==> config.mk <==
export PLATFORM = sky130hd
export DESIGN_NAME = ipv4_hdr_proc
export DESIGN_NICKNAME = d
export VERILOG_FILES = /design/src/rtl/ipv4_hdr_pkg.sv /design/src/rtl/hdr_word_index.sv /design/src/rtl/hdr_csum_acc.sv /design/src/rtl/hdr_field_check.sv /design/src/rtl/ipv4_hdr_proc.sv
export SDC_FILE = /design/constraint.sdc
export NUM_CORES = 1
export LEC_CHECK = 0
export ABC_AREA = 1
export BUFFER_PORTS_ARGS = -buffer_cell sky130_fd_sc_hd__clkbuf_2
export CAP_MARGIN = 20
export CORE_ASPECT_RATIO = 0.75
export CORE_MARGIN = 2
export CORE_UTILIZATION = 55
export CTS_BUF_LIST = sky130_fd_sc_hd__clkbuf_4 sky130_fd_sc_hd__clkbuf_8
export DETAILED_ROUTE_END_ITERATION = 12
export PLACE_DENSITY = 0.88
export RECOVER_POWER = 100
export REMOVE_ABC_BUFFERS = 1
export SLEW_MARGIN = 0
export SYNTH_ARGS = -nofsm -noshare
export SYNTH_HDL_FRONTEND = slang
export SYNTH_HIERARCHICAL = 1
export SYNTH_SLANG_ARGS = --single-unit
==> constraint.sdc <==
create_clock -name clk -period 5.7 [get_ports clk]
set_input_delay 1.71 -clock clk [delete_from_list [all_inputs] [get_ports clk]]
set_output_delay 1.71 -clock clk [all_outputs]
set_load 0.02 [all_outputs]
==> src/rtl/ipv4_hdr_pkg.sv <==
package ipv4_hdr_pkg;

  localparam int HALF_W = 16;

  // end-around-carry addition of two 16-bit halves
  function automatic logic [HALF_W-1:0] oc_add(input logic [HALF_W-1:0] a,
                                                input logic [HALF_W-1:0] b);
    logic [HALF_W:0] s;
    s = {1'b0, a} + {1'b0, b};
    return s[HALF_W-1:0] + {{(HALF_W-1){1'b0}}, s[HALF_W]};
  endfunction

  typedef struct packed {
    logic [7:0]  ttl;
    logic [7:0]  proto;
    logic [15:0] csum;
  } ttl_word_t;

  typedef struct packed {
    logic [3:0]  version;
    logic [3:0]  hlen;
    logic [7:0]  tos;
    logic [15:0] total_len;
  } ver_word_t;

endpackage

==> src/rtl/hdr_word_index.sv <==
module hdr_word_index #(
  parameter int IDX_W = 4
) (
  input  logic             clk,
  input  logic             rst_n,
  input  logic             in_valid,
  input  logic             in_last,
  output logic [IDX_W-1:0] idx
);
  localparam logic [IDX_W-1:0] IDX_MAX = {IDX_W{1'b1}};

  logic [IDX_W-1:0] idx_q, idx_d;

  always_comb begin
    idx_d = idx_q;
    if (in_valid) begin
      if (in_last)
        idx_d = '0;
      else if (idx_q != IDX_MAX)
        idx_d = idx_q + 1'b1;
    end
  end

  always_ff @(posedge clk or negedge rst_n) begin
    if (!rst_n)
      idx_q <= '0;
    else
      idx_q <= idx_d;
  end

  assign idx = idx_q;


  gap_hold_chk: assert property (@(posedge clk) disable iff (!rst_n)
    !in_valid |=> $stable(idx_q));


  restart_chk: assert property (@(posedge clk) disable iff (!rst_n)
    (in_valid && in_last) |=> (idx_q == '0));

endmodule

==> src/rtl/hdr_csum_acc.sv <==
module hdr_csum_acc
  import ipv4_hdr_pkg::*;
(
  input  logic              clk,
  input  logic              rst_n,
  input  logic              in_valid,
  input  logic              in_last,
  input  logic [HALF_W-1:0] half_hi,
  input  logic [HALF_W-1:0] half_lo,
  output logic [HALF_W-1:0] sum_now
);
  logic [HALF_W-1:0] acc_q, acc_d;

  always_comb begin
    sum_now = oc_add(oc_add(acc_q, half_hi), half_lo);
    acc_d   = acc_q;
    if (in_valid)
      acc_d = in_last ? '0 : sum_now;
  end

  always_ff @(posedge clk or negedge rst_n) begin
    if (!rst_n)
      acc_q <= '0;
    else
      acc_q <= acc_d;
  end

endmodule

==> src/rtl/hdr_field_check.sv <==
module hdr_field_check
  import ipv4_hdr_pkg::*;
#(
  parameter int          IDX_W   = 4,
  parameter logic [3:0]  IP_VER  = 4'd4
) (
  input  logic              clk,
  input  logic              rst_n,
  input  logic              in_valid,
  input  logic [31:0]       in_data,
  input  logic [IDX_W-1:0]  idx,
  output logic [HALF_W-1:0] out_hi,
  output logic [HALF_W-1:0] out_lo,
  output logic              bad_now,
  output logic [7:0]        ttl_now,
  output logic              dst_valid,
  output logic [31:0]       dst_addr
);
  localparam logic [IDX_W-1:0] POS_VER = IDX_W'(0);
  localparam logic [IDX_W-1:0] POS_TTL = IDX_W'(2);
  localparam logic [IDX_W-1:0] POS_DST = IDX_W'(4);

  ver_word_t w_ver;
  ttl_word_t w_ttl;
  assign w_ver = ver_word_t'(in_data);
  assign w_ttl = ttl_word_t'(in_data);

  logic       ver_bad_q, ttl_zero_q, reached_q;
  logic [7:0] ttl_q;
  logic       ver_bad_d, ttl_zero_d, reached_d;
  logic [7:0] ttl_d;
  logic       ver_bad_now, ttl_zero_now, reached_now;
  logic [7:0] ttl_dec;
  logic       dv_d;
  logic [31:0] da_d;
  logic       dv_q;
  logic [31:0] da_q;

  always_comb begin
    ttl_dec      = (w_ttl.ttl == 8'd0) ? 8'd0 : w_ttl.ttl - 8'd1;
    ver_bad_now  = (idx == POS_VER) ? (w_ver.version != IP_VER) : ver_bad_q;
    ttl_zero_now = (idx == POS_TTL) ? (w_ttl.ttl == 8'd0) : ttl_zero_q;
    ttl_now      = (idx == POS_TTL) ? ttl_dec : ttl_q;
    reached_now  = (idx == POS_DST) ? 1'b1 :
                   (idx == POS_VER) ? 1'b0 : reached_q;
    bad_now      = ver_bad_now | ttl_zero_now | ~reached_now;

    // halves as they will leave the block
    if (idx == POS_TTL) begin
      out_hi = {ttl_dec, w_ttl.proto};
      out_lo = '0;
    end else begin
      out_hi = in_data[31:16];
      out_lo = in_data[15:0];
    end

    ver_bad_d  = ver_bad_q;
    ttl_zero_d = ttl_zero_q;
    ttl_d      = ttl_q;
    reached_d  = reached_q;
    dv_d       = 1'b0;
    da_d       = da_q;
    if (in_valid) begin
      ver_bad_d  = ver_bad_now;
      ttl_zero_d = ttl_zero_now;
      ttl_d      = ttl_now;
      reached_d  = reached_now;
      if (idx == POS_DST) begin
        dv_d = 1'b1;
        da_d = in_data;
      end
    end
  end

  always_ff @(posedge clk or negedge rst_n) begin
    if (!rst_n) begin
      ver_bad_q  <= 1'b0;
      ttl_zero_q <= 1'b0;
      ttl_q      <= '0;
      reached_q  <= 1'b0;
      dv_q       <= 1'b0;
      da_q       <= '0;
    end else begin
      ver_bad_q  <= ver_bad_d;
      ttl_zero_q <= ttl_zero_d;
      ttl_q      <= ttl_d;
      reached_q  <= reached_d;
      dv_q       <= dv_d;
      da_q       <= da_d;
    end
  end

  assign dst_valid = dv_q;
  assign dst_addr  = da_q;


  dst_strobe_chk: assert property (@(posedge clk) disable iff (!rst_n)
    dst_valid |-> $past(in_valid));

endmodule

==> src/rtl/ipv4_hdr_proc.sv <==
module ipv4_hdr_proc
  import ipv4_hdr_pkg::*;
#(
  parameter int         IDX_W  = 4,
  parameter logic [3:0] IP_VER = 4'd4
) (
  input  logic        clk,
  input  logic        rst_n,
  input  logic        in_valid,
  input  logic [31:0] in_data,
  input  logic        in_last,
  output logic        dst_valid,
  output logic [31:0] dst_addr,
  output logic        done,
  output logic        drop,
  output logic [7:0]  ttl_new,
  output logic [15:0] csum_new
);
  localparam logic [HALF_W-1:0] SUM_OK = {HALF_W{1'b1}};

  logic [IDX_W-1:0]  idx;
  logic [HALF_W-1:0] out_hi, out_lo;
  logic [HALF_W-1:0] rx_sum, tx_sum;
  logic              bad_now;
  logic [7:0]        ttl_now;

  hdr_word_index #(.IDX_W(IDX_W)) u_idx (
    .clk(clk), .rst_n(rst_n), .in_valid(in_valid), .in_last(in_last), .idx(idx)
  );

  hdr_field_check #(.IDX_W(IDX_W), .IP_VER(IP_VER)) u_fld (
    .clk(clk), .rst_n(rst_n), .in_valid(in_valid), .in_data(in_data), .idx(idx),
    .out_hi(out_hi), .out_lo(out_lo), .bad_now(bad_now), .ttl_now(ttl_now),
    .dst_valid(dst_valid), .dst_addr(dst_addr)
  );

  hdr_csum_acc u_rx (
    .clk(clk), .rst_n(rst_n), .in_valid(in_valid), .in_last(in_last),
    .half_hi(in_data[31:16]), .half_lo(in_data[15:0]), .sum_now(rx_sum)
  );

  hdr_csum_acc u_tx (
    .clk(clk), .rst_n(rst_n), .in_valid(in_valid), .in_last(in_last),
    .half_hi(out_hi), .half_lo(out_lo), .sum_now(tx_sum)
  );

  logic        done_q, drop_q;
  logic [7:0]  ttl_q;
  logic [15:0] csum_q;
  logic        fin_en;
  logic        drop_d;
  logic [15:0] csum_d;

  always_comb begin
    fin_en = in_valid & in_last;
    drop_d = bad_now | (rx_sum != SUM_OK);
    csum_d = ~tx_sum;
  end

  always_ff @(posedge clk or negedge rst_n) begin
    if (!rst_n) begin
      done_q <= 1'b0;
      drop_q <= 1'b0;
      ttl_q  <= '0;
      csum_q <= '0;
    end else begin
      done_q <= fin_en;
      if (fin_en) begin
        drop_q <= drop_d;
        ttl_q  <= ttl_now;
        csum_q <= csum_d;
      end
    end
  end

  assign done     = done_q;
  assign drop     = drop_q;
  assign ttl_new  = ttl_q;
  assign csum_new = csum_q;


  done_cause_chk: assert property (@(posedge clk) disable iff (!rst_n)
    done |-> $past(in_valid && in_last));


  verdict_hold_chk: assert property (@(posedge clk) disable iff (!rst_n)
    !$stable(drop) |-> done);


  csum_hold_chk: assert property (@(posedge clk) disable iff (!rst_n)
    !done |-> $stable(csum_new));

endmodule

==> qor.csv, run 1 <==
stage;metric;value;unit
run_status;status;aborted with a tool error;
run_status;Failed at;global routing;
run_status;Err;[ERROR GRT-0232] Routing congestion too high. Check the congestion heatmap in the GUI.;
logic_synthesis;post-synthesis mux area share;0.000989;
floorplanning;Die Wd;161;microns
clock_network;clk root buf;clkbuf_8;
floorplanning;die height;121;microns
clock_network;total CTS buffers;9;
logic_synthesis;Cell variety after synth;47;
grt;largest net degree at the start of global routing;73;
logic_synthesis;Simple-Gate Fraction of Synth Area;0.388;
logic_synthesis;Post-Synth Adder-Cell Area;0.0994;
sta;worst_ep kind;sequential cell input;
place;placed instance area;13300;sq um
logic_synthesis;Main synth FF type;dfrtp_1;
floorplanning;I/O pins;95;
place;count of buffers from port buffering;94;
floorplanning;row cnt;42;
logic_synthesis;largest family of logic cells by synthesized area;simple AND/OR/NAND/NOR gates;
logic_synthesis;compound-cell area share of the yosys netlist;0.0944;
logic_synthesis;asr flop ratio synth;1.00;
clock_network;CTS Sinks;106;
logic_synthesis;sequential share of the synthesized area;0.262;
grt;GRT Util Overall;0.790;
logic_synthesis;Netlist Area Pre-Place;10100;sq um
logic_synthesis;Yosys reg bits;106;
logic_synthesis;Post-synth EDFFs;0;
clock_network;H-tree lvl count;3;
floorplanning;Initial Util;0.568;
logic_synthesis;Mean Syn Cell Area;6.55;sq um
grt;total gr overflow;3;
clock_network;hold buffers post-CTS;0;
place;Detail Placement HPWL;28200;microns
clock_network;Clock Tree Buf Depth;2;
logic_synthesis;Post-Syn Instances;1545;
logic_synthesis;XOR/XNOR Fraction of Synth Area;0.0467;
place;GPL Wtd Cong;1.02;
logic_synthesis;YS warnings;6;
place;number of cells after detailed placement;2207;
sta;worst_ep grt;drop$_DFFE_PN0P_/D;
## through the flow
stage / worst slack (ns) / TNS (ns) / hold WS [ns]
2_1_floorplan: -1.32 / -40.56 / 0.449
3_3_place_gp: -1.48 / -53.32 / 0.454
3_5_place_dp: -1.83 / -66.99 / 0.460
4_1_cts: -1.09 / -37.30 / 0.487
## logic make-up after synthesis
kind of cell,after synthesis
xor+xnor,42
buf+inv,265
mux,1
compound gates,162
fa+ha+maj,78
flops,106
simple gates,891
## Yosys cell counts, types with 8 or more instances
library cell / instances / area (sq um)
nand2_1: 539 / 2020
inv_1: 229 / 860
nor2_1: 117 / 439
dfrtp_1: 106 / 2650
nand3_1: 106 / 531
ha_1: 74 / 926
a21oi_1: 53 / 265
nand4_1: 39 / 244
o21ai_0: 39 / 195
o21ai_1: 26 / 130
nand2_2: 22 / 138
nor2_2: 22 / 138
o21ai_2: 19 / 166
xor2_1: 18 / 158
xnor2_1: 13 / 114
buf_4: 12 / 90.1
a22o_1: 10 / 87.6
and2_1: 10 / 62.6
nand3_2: 8 / 80.1
nand3b_1: 8 / 60.1
xor2_2: 8 / 130
## per-layer routing
metal  global-route usage  GRT overflow
met4                0.769             2
met1                0.790             0
met3                0.684             0
met2                0.915             0
met5                0.476             1
## repair_timing
| action | 4_1_cts |
|---|---|
| setup endpoints to repair | 48 |
| gates resized for setup | 156 |
| pin swaps | 59 |
| buffers inserted | 132 |
| gates cloned | 1 |
==> run 2: changes to the inputs <==
Settings changed: CORE_ASPECT_RATIO 0.75 to not set, CORE_UTILIZATION 55 to 40, CTS_BUF_LIST sky130_fd_sc_hd__clkbuf_4 sky130_fd_sc_hd__clkbuf_8 to not set, PLACE_DENSITY 0.88 to not set, PLACE_DENSITY_LB_ADDON set to 0.15.
Clock period 5.7 ns to 7.4 ns, I/O delays scaled along.
==> qor.csv, run 2 <==
stage;metric;value;unit
critical_path;peak fanout along the critical path;3;
place;Place WS;-0.701;ns
grt;largest net degree at the start of global routing;62;
floorplanning;die height;163;microns
sta;period utilization;0.995;
critical_path;Most common cell on crit path;nand2_2;
layout;Largest register FFs;32;
layout;area of the multi-input gates;6900;sq um
layout;layout cells sized above 1;0.275;
grt;vias in the first global route;10090;
floorplanning;row cnt;58;
logic_synthesis;Main synth FF type;dfrtp_1;
place;Detail Placement HPWL;26900;microns
worst_hold_path;Hold Path Class;flop to flop;
logic_synthesis;sequential share of the synthesized area;0.262;
clock_network;H-tree lvl count;3;
floorplanning;Die ar.;26600;sq um
critical_path;Worst EP arrival;7.62;ns
run_status;status;finished with violations;
sta;final setup fails;0;
logic_synthesis;area share of the largest cell type after synthesis;0.262;
critical_path;slowest stage cell, crit path;fa_2;
detailed_routing;routed len/inst;15.0;microns
logic_synthesis;most frequent cells after synthesis;nand2_1, inv_1, nor2_1;
run_status;failing checks;capacitance limit, slew limit;
logic_synthesis;asr flop ratio synth;1.00;
sta;post-route setup TNS;0;ns
sta;max-slew violations;109;
detailed_routing;vias per cell;4.89;
logic_synthesis;most numerous cell in the Yosys netlist;nand2_1;
logic_synthesis;YS warnings;6;
logic_synthesis;Yosys top cell by area;dfrtp_1;
layout;FF+latch area;2650;sq um
logic_synthesis;synth top area cells;dfrtp_1, nand2_1, ha_1;
sta;Clock Skews;0.00776;ns
clock_network;CTS Sinks;106;
sta;unrepaired setup endpoints after global routing;yes;
detailed_routing;Pre-Repair DR Iteration Count;6;
detailed_routing;Post-DRT Antenna Nets;0;
layout;Final #Nets;2009;
detailed_routing;via count;10904;
sta;Final WS setup;0.0373;ns
sta;final hold viol count;0;
floorplanning;I/O pins;95;
logic_synthesis;Yosys reg bits;106;
place;count of buffers from port buffering;94;
logic_synthesis;Netlist Area Pre-Place;10100;sq um
floorplanning;Core Region;25000;sq um
logic_synthesis;Post-synth EDFFs;0;
pwr;Tot Pwr;7110;uW
sta;minimum clock period;7.36;ns
logic_synthesis;Mean Syn Cell Area;6.55;sq um
pwr;static leakage;0.00749;uW
layout;# fillers;2510;
logic_synthesis;Cell variety after synth;47;
floorplanning;Initial Util;0.404;
logic_synthesis;Post-Syn Instances;1545;
detailed_routing;residual DRC count;0;
pwr;PD cells;519;nW/um^2
pwr;VDD IR max;0.283;mV
clock_network;total CTS buffers;9;
critical_path;Required @ worst endpoint;7.66;ns
layout;Area growth syn-to-layout;35.3;%
run;Max Cap Violations;2;
detailed_routing;DR iter-0 viols;814;
clock_network;clk root buf;clkbuf_16;
layout;most common cell after layout, fill and taps aside;nand2_1;
critical_path;critical setup path kind;input port to flop;
grt;GRT Util Overall;0.252;
floorplanning;Die Wd;163;microns
place;number of cells after detailed placement;2184;
detailed_routing;DRT Wirelength;33400;microns
layout;most frequent cells in the layout;nand2_1, buf_4, inv_1, dfrtp_1, nor2_1;
grt;first-pass GRT wire length;52400;microns
sta;Slew headroom;-0.769;
clock_network;worst skew pair latency;0.36;ns
grt;antenna violations before repair;0;
clock_network;CTS clk-pin slew, worst paths;0.08;ns
clock_network;Clock Tree Buf Depth;2;
critical_path;CP peak stage delay;0.38;ns
clock_network;TritonCTS clock tree;yes;
place;GPL Wtd Cong;0.905;
layout;Ant. Diodes;0;
sta;worst-margin pin slew;2.65;ns
layout;post-route insts no fill;2230;
critical_path;Worst setup SP type;input port;
grt;total gr overflow;0;
sta;FMAX;0.136;GHz
critical_path;CP Capture Type;flop;
run 2: final timing paths:
kind	startpoint	to	slack [ns]	cells past startpoint
setup / recovery	in_data[16]	drop	0.04	48
hold / removal	u_fld/dst_addr[23]	u_fld/dst_addr[23]	0.48	2
setup reg to reg	u_idx/idx[2]	csum_new[12]	1.06	43
hold reg to reg	u_fld/dst_addr[23]	u_fld/dst_addr[23]	0.48	2
max in group asynchronous	rst_n	u_tx/acc_q[2]	2.08	2
min in group asynchronous	rst_n	u_idx/idx[0]	2.68	1
run 2: cells by family after synthesis:
group / share of synthesized area
simple gates: 0.388
buf+inv: 0.109
compound gates: 0.0944
flops: 0.262
fa+ha+maj: 0.0994
xor+xnor: 0.0467
mux: 0.000989
run 2: worst max-delay path, delay by kind of cell:
kind | cells | cell delay (ns)
adders and majority gates | 6 | 1.37
buffers and inverters | 10 | 0.63
AOI/OAI and AO/OA | 2 | 0.23
and+or+nand+nor | 29 | 2.96
xor gates and xnor gates | 1 | 0.18
run 2: per-stage QoR:
stage	utilization	instance area [sq um]	hold WS, ns
2_1_floorplan	-	9910	0.449
3_3_place_gp	0.504	12600	0.455
3_5_place_dp	0.504	12600	0.461
4_1_cts	0.523	13100	0.480
5_1_grt	0.547	13700	0.499
6_report	0.547	13700	0.476
run 2: cell type report:
| cell class | instances | share of cell area |
|---|---|---|
| multi-input cells | 1174 | 0.504 |
| flip-flops and latches | 106 | 0.194 |
| clock inverters | 7 | 0.00978 |
| inverters | 238 | 0.0661 |
| well taps | 330 | 0.0302 |
| clock buffers | 9 | 0.0164 |
| repair buffers | 366 | 0.180 |
run 2: report_power, final:
group | leakage [uW] | internal [uW] | switching [uW] | total (uW)
combinational | 0.00598 | 2300 | 3280 | 5580
clock | 0.000171 | 338 | 245 | 583
sequential | 0.00134 | 798 | 147 | 945
run 2: layer usage:
metal	GRT usage	up-vias	wire, microns
li1	-	5589	-
met2	0.403	276	15200
met4	0.0636	0	628
met5	0	-	0
met3	0.0348	33	1760
met1	0.358	5006	15800
run 2: what timing repair did:
item	4_1_cts	5_1_grt
buffers inserted	7	24
pin swaps	8	83
gates resized for setup	19	141
hold buffers	0	0
endpoints found under the setup margin	25	37
No activity file was read; power rests on OpenSTA's default activity.
==> run 3: changes to the inputs <==
Settings changed: TNS_END_PERCENT set to 50.
Clock period 7.4 ns to 8.3 ns, I/O delays scaled along.
==> qor.csv, run 3 (synthesized netlist as in run 2, its figures left out) <==
stage;metric;value;unit
grt;GR Util met2;0.372;
critical_path;CP Capture Type;flop;
run_status;failing checks;capacitance limit, slew limit;
floorplanning;Die Wd;163;microns
run;Max Cap Violations;2;
clock_network;CTS clk-pin slew, worst paths;0.08;ns
clock_network;TritonCTS clock tree;yes;
sta;minimum clock period;7.84;ns
critical_path;FF-to-FF path depth;43;
critical_path;peak fanout along the critical path;5;
floorplanning;I/O pins;95;
sta;Clock Skews;0.0117;ns
sta;final hold viol count;0;
detailed_routing;via count;10020;
layout;FF+latch area;2650;sq um
detailed_routing;vias per cell;5.00;
pwr;PD cells;451;nW/um^2
floorplanning;row cnt;58;
critical_path;Worst setup SP type;input port;
grt;grt met3 use;0.0259;
clock_network;Clock Tree Buf Depth;2;
floorplanning;Die ar.;26600;sq um
floorplanning;die height;163;microns
grt;vias in the first global route;9367;
grt;GRT Util Overall;0.235;
layout;Final #Nets;1782;
sta;Hold WS;0.478;ns
detailed_routing;residual DRC count;0;
critical_path;Required @ worst endpoint;8.55;ns
sta;max-slew violations;108;
sta;final setup fails;0;
critical_path;critical path depth in cells;48;
critical_path;CP peak stage delay;0.35;ns
run_status;status;finished with violations;
sta;FMAX;0.128;GHz
clock_network;clk root buf;clkbuf_16;
grt;met1 usage;0.333;
floorplanning;Core Region;25000;sq um
place;count of buffers from port buffering;94;
sta;worst-margin pin slew;2.76;ns
layout;most common cell after layout, fill and taps aside;nand2_1;
place;GPL Wtd Cong;0.904;
critical_path;Most common cell on crit path;inv_1;
critical_path;critical setup path kind;input port to flop;
clock_network;hold buffers post-CTS;0;
sta;Slew headroom;-0.842;
critical_path;worst path buffer plus inverter count;10;
grt;total gr overflow;0;
grt;largest net degree at the start of global routing;59;
place;number of cells after detailed placement;1977;
worst_hold_path;Hold Path Class;flop to flop;
pwr;static leakage;0.00629;uW
layout;# fillers;2696;
grt;first-pass GRT wire length;48900;microns
detailed_routing;Pre-Repair DR Iteration Count;7;
clock_network;CTS Sinks;106;
pwr;VDD IR max;0.176;mV
grt;gr busiest metal;met2;
grt;antenna violations before repair;0;
sta;period utilization;0.945;
layout;layout cells sized above 1;0.133;
layout;Area growth syn-to-layout;13.9;%
clock_network;total CTS buffers;9;
place;Detail Placement HPWL;25100;microns
worst_hold_path;Worst Hold Path Cells;2;
critical_path;crit-path leading delay family;simple AND/OR/NAND/NOR gates;
layout;most frequent cells in the layout;nand2_1, inv_1, nor2_1, dfrtp_1, nand3_1;
floorplanning;Initial Util;0.404;
detailed_routing;routed len/inst;15.4;microns
layout;Ant. Diodes;0;
detailed_routing;Post-DRT Antenna Nets;0;
detailed_routing;DR iter-0 viols;672;
critical_path;slowest stage cell, crit path;fa_2;
layout;Largest register FFs;32;
pwr;Tot Pwr;5200;uW
layout;area of the multi-input gates;6510;sq um
detailed_routing;DRT Wirelength;30900;microns
critical_path;Worst EP arrival;8.09;ns
clock_network;worst skew pair latency;0.36;ns
layout;post-route insts no fill;2003;
clock_network;H-tree lvl count;3;
-- run 3: cell types whose count changed in the layout (fill, tap and decap cells not counted), sizes merged --
| cell | change |
|---|---|
| inv | +1 |
| bufinv | -2 |
| buf | -228 |
| clkbuf | +1 |
| clkinv | +1 |
-- run 3: layout make-up --
type,instances,share of cell area
Clock buffer,9,0.0196
Clock inverter,7,0.00815
Inverter,238,0.0777
Multi-Input combinational cell,1174,0.565
Sequential cell,106,0.230
Tap cell,330,0.0358
Timing Repair Buffer,139,0.0635
-- run 3: routing by layer --
layer	share of wire	vias up
met4	0.026	0
met5	0	-
li1	-	5129
met3	0.043	46
met1	0.49	4604
met2	0.44	241
-- run 3: per-stage QoR --
step           utilization  TNS, ns  setup slack, ns  area, sq um
2_1_floorplan            -        0            0.498         9910
3_3_place_gp         0.442        0           0.0286        11100
3_5_place_dp         0.442   -0.296           -0.195        11100
4_1_cts              0.455        0            0.171        11400
5_1_grt              0.460   -0.105          -0.0432        11500
6_report             0.460        0            0.460        11500
-- run 3: path summary, 6_finish.rpt --
kind,start,endpoint,slack [ns]
setup / recovery,in_data[16],drop,0.46
hold / removal,u_fld/dst_addr[23],u_fld/dst_addr[23],0.48
setup reg to reg,u_idx/idx[2],csum_new[12],1.80
hold reg to reg,u_fld/dst_addr[23],u_fld/dst_addr[23],0.48
max in group asynchronous,rst_n,csum_new[13],2.76
min in group asynchronous,rst_n,u_idx/idx[2],2.98
-- run 3: timing repair --
| action | CTS | global route |
|---|---|---|
| setup buffers | 0 | 10 |
| endpoints found under the setup margin | 0 | 24 |
| resized for setup | 0 | 43 |
-- run 3: power breakdown --
group | leakage, uW | switching (uW) | total [uW] | internal [uW]
clock | 0.000153 | 222 | 465 | 243
combinational | 0.00480 | 2600 | 3890 | 1290
sequential | 0.00134 | 129 | 840 | 711
-- run 3: tightest hold or removal path: stages (launching register included) --
cell and delay [ns]:
dfrtp_1 0.35, nand2_1 0.05, nand2_1 0.05
